File: config.mk
export PLATFORM = sky130hd
export DESIGN_NAME = mir_rx_dly_line
export DESIGN_NICKNAME = d
export VERILOG_FILES = /design/src/rtl/mir_rx_dly_line.sv
export SDC_FILE = /design/constraint.sdc
export NUM_CORES = 1
export LEC_CHECK = 0
export ABC_AREA = 1
export BUFFER_PORTS_ARGS = -buffer_cell sky130_fd_sc_hd__buf_2
export CAP_MARGIN = 10
export CORE_ASPECT_RATIO = 0.8
export CORE_MARGIN = 3
export CORE_UTILIZATION = 23
export DETAILED_ROUTE_END_ITERATION = 10
export GPL_TIMING_DRIVEN = 0
export PLACE_DENSITY_LB_ADDON = 0.25
export SLEW_MARGIN = 0
export SYNTH_ARGS = -nofsm -noshare
export SYNTH_HDL_FRONTEND = slang
export SYNTH_SLANG_ARGS = --single-unit
File: constraint.sdc
create_clock -name clk_i -period 3.1 [get_ports clk_i]
set_clock_uncertainty 0.1 [all_clocks]
set_input_delay 0 -clock clk_i [delete_from_list [all_inputs] [get_ports clk_i]]
set_output_delay 0 -clock clk_i [all_outputs]
set_load 0.005 [all_outputs]
File: src/rtl/mir_rx_dly_line.sv
module mir_rx_dly_line #(
    parameter int unsigned W = 16
) (
    input  logic         clk_i,
    input  logic         rst_ni,
    input  logic         clr_i,
    input  logic         shift_i,
    input  logic         bit_i,
    output logic [W-1:0] line_o,
    output logic         full_o
);

    localparam int unsigned CNT_W = $clog2(W + 1);
    localparam logic [CNT_W-1:0] CNT_FULL = CNT_W'(W);

    typedef struct packed {
        logic [W-1:0]     line;
        logic [CNT_W-1:0] cnt;
    } dly_t;

    dly_t dly_d, dly_q;

    always_comb begin
        dly_d = dly_q;
        if (clr_i) begin
            dly_d.line = '0;
            dly_d.cnt  = '0;
        end else if (shift_i) begin
            dly_d.line = {dly_q.line[W-2:0], bit_i};
            if (dly_q.cnt != CNT_FULL) begin
                dly_d.cnt = dly_q.cnt + 1'b1;
            end
        end
    end

    always_ff @(posedge clk_i or negedge rst_ni) begin
        if (!rst_ni) begin
            dly_q <= '0;
        end else begin
            dly_q <= dly_d;
        end
    end

    assign line_o = dly_q.line;
    assign full_o = (dly_q.cnt == CNT_FULL);

endmodule

==> flow_summary.toml <==
[floorplan]
die_area_um2 = 5720
die_width_um = 83.8
coreArea_um2 = 4410
die_h_um = 68.3
start_util = 0.253
io_pins = 22
rows = 21

[clock_tree]
clk_pin_slew_ns = 0.08
cts_buffer_depth = 2
cts_resized = 0
clock_latency_ns = 0.25
cts-htree-levels = 1
cts_tree = "done"
cts.sinks = 21
root_buffer = "clkbuf_8"
cts_buffers = 3

[critical_path]
worstPathRequired_ns = 3.00
regToRegStartpoint = "dly_q[0]$_DFFE_PN0P_"
crit_fanout = 5
r2r_slack_ns = 1.78
worst_setup_path_start_kind = "register"
critPathCaptureType = "output port"
reg2reg_to = "dly_q[3]$_DFFE_PN0P_"
worstPathArrival_ns = 1.24
critical_path_class = "reg -> out"
reg2regPathDepth = 8

[synth]
yosysSeqAreaShare = 0.471
synth_seq_cells = 21
synth-edff-count = 0
synth_top_family_by_area = "buffers and inverters"
yosys-top-cells-area = "dfrtp_1 47%, o22ai_2 12%, buf_4 11%, inv_1 6.1%, nand2_1 6.1%"
synthArstFlopShare = 1.00
muxShareOfSynthArea = 0
syn_nets = 122
yosys.area_share.adder = 0.0224
synth-xor-area-share = 0.00786
synthSimpleGateAreaFrac = 0.121
synth_top_area_share = 0.471
synth.most_common_cell = "dfrtp_1"
syn-instance-count = 115
netlist_area_um2 = 1110
ys.flop_type = "dfrtp_1"
yosys.area.top_type = "dfrtp_1"
yosys_warnings = 0
synth_compound_area_frac = 0.164
synth_commonest_cells = "21 x dfrtp_1, 18 x inv_1, 18 x nand2_1"
syn_avg_cell_area_um2 = 9.69
synth_cell_type_count = 16

[routing]
vias_per_cell = 4.00
wl_per_cell_um = 10.6
drcViolationCount = 0
routed_wl_um = 2120
drtAntennaViolNets = 0
dr.pass1.iters = 2
dr.first_iter.drc_count = 31
vias = 799

[timing]
relSlewSlack = 0.677
tns_ns = 0
hold_ws_ns = 0.145
slew_viol_final = 0
max_slew.worst_pin.slew_ns = 0.485
grt_setup_unrepaired = "no"
hold_violations = 0
fmax_ghz = 0.744
finalSetupViolCount = 0
period_needed_ns = 1.34
final.period_utilization = 0.434

[place]
port_buffers = 20
post-place-cells = 192
place_congestion = 0.706
hpwl_um = 1560

[finish]
diodes = 0
stdcell_count = 200
drive_gt1_frac = 0.420
syn_to_final_growth_pct = 23.1
utilization = 0.311
final_nets = 151

[power]
p_leak_nw = 0.700
vdd_drop_max_mv = 0.192
power_density_nw_per_um2 = 379
p_total_uw = 520

[outcome]
outcome = "complete, no violations"

[global_route]
globalRouteOverflowTotal = 0
grt_pass1_vias = 848
grt_pass1_wl_um = 3690
antenna_found_initial = 0
grt_max_degree = 22
grt_usage = 0.0791

[flow_run]
maxCapViolCount = 0

[hold_path]
min_path_type = "in -> async"
-- what timing repair did --
| item | CTS | global route |
|---|---|---|
| buffers inserted | 0 | 0 |
| hold buffers | 4 | 0 |
| hold endpoints to repair | 28 | 0 |
-- power breakdown --
group | leakage (nW) | switching, mW | internal [mW]
sequential | 0.290 | 0.00842 | 0.280
clock | 0.0255 | 0.0882 | 0.0893
combinational | 0.385 | 0.0319 | 0.0219
-- kinds of logic after synthesis --
group,after synthesis
buffers and inverters,41
AND/OR/NAND/NOR,30
XOR/XNOR,1
flip-flops,21
AO/OA/AOI/OAI,20
adder cells (fa/ha/maj),2
-- how the worst max path moves through the flow --
stage / start / endpoint / slack (ns) / cells past startpoint
after floorplan: dly_q[0]$_DFFE_PN0P_ / dly_q[2]$_DFFE_PN0P_ / 1.89 / 8
after global placement: dly_q[0]$_DFFE_PN0P_ / dly_q[3]$_DFFE_PN0P_ / 1.80 / 8
after detailed placement: dly_q[0]$_DFFE_PN0P_ / dly_q[1]$_DFFE_PN0P_ / 1.76 / 8
after CTS: dly_q[0]$_DFFE_PN0P_ / full_o / 1.73 / 7
after global routing: dly_q[0]$_DFFE_PN0P_ / full_o / 1.62 / 7
final: dly_q[0]$_DFFE_PN0P_ / full_o / 1.76 / 7
-- sequential cells by signal, indices dropped and copies added (netlist names) --
register  cells
dly_q         5
line_o       16
-- critical path, cell delays in order, from the launching register on --
cell and delay (ns):
dfrtp_1 0.41, inv_1 0.08, ha_1 0.20, nand2_1 0.06, inv_1 0.05, nand2_1 0.05, inv_1 0.03, buf_2 0.11
-- layout make-up --
cell class,count,area [µm²]
tap,57,71.3
clock buffer,3,41.3
timing repair buffer,24,140
multi-input combinational,53,352
clock inverter,1,5.00
sequential,21,526
fill,466,3040
inverter,21,78.8
buffer,20,159
-- placed cells by master (no fill, tap or decap) --
cell type and count:
buf_2 21, buf_4 16, buf_6 3, clkbuf_8 3, clkinv_2 1, dfrtp_1 21
dlygate4sd3_1 4, ha_1 2, inv_1 18, inv_2 3, nand2_1 18, nand2_2 1
nand2_4 1, nand3_1 6, nand4_1 2, nor2_1 2, o21ai_1 9, o22ai_2 11
xor2_1 1
-- stage by stage --
stage	area [µm²]	setup slack, ns
after floorplan	1110	1.89
after global placement	1290	1.80
after detailed placement	1290	1.76
after CTS	1370	1.73
after global routing	1370	1.62
final	1370	1.76
-- layer usage --
metal / vias to the layer above / global-route usage / part of all wire
met2: 13 / 0.142 / 0.48
met3: 2 / 0.0120 / 0.032
met1: 378 / 0.0977 / 0.47
li1: 406 / - / -
met4: 0 / 0.0301 / 0.013
met5: - / 0 / 0
(Power assumes the default switching activity.)
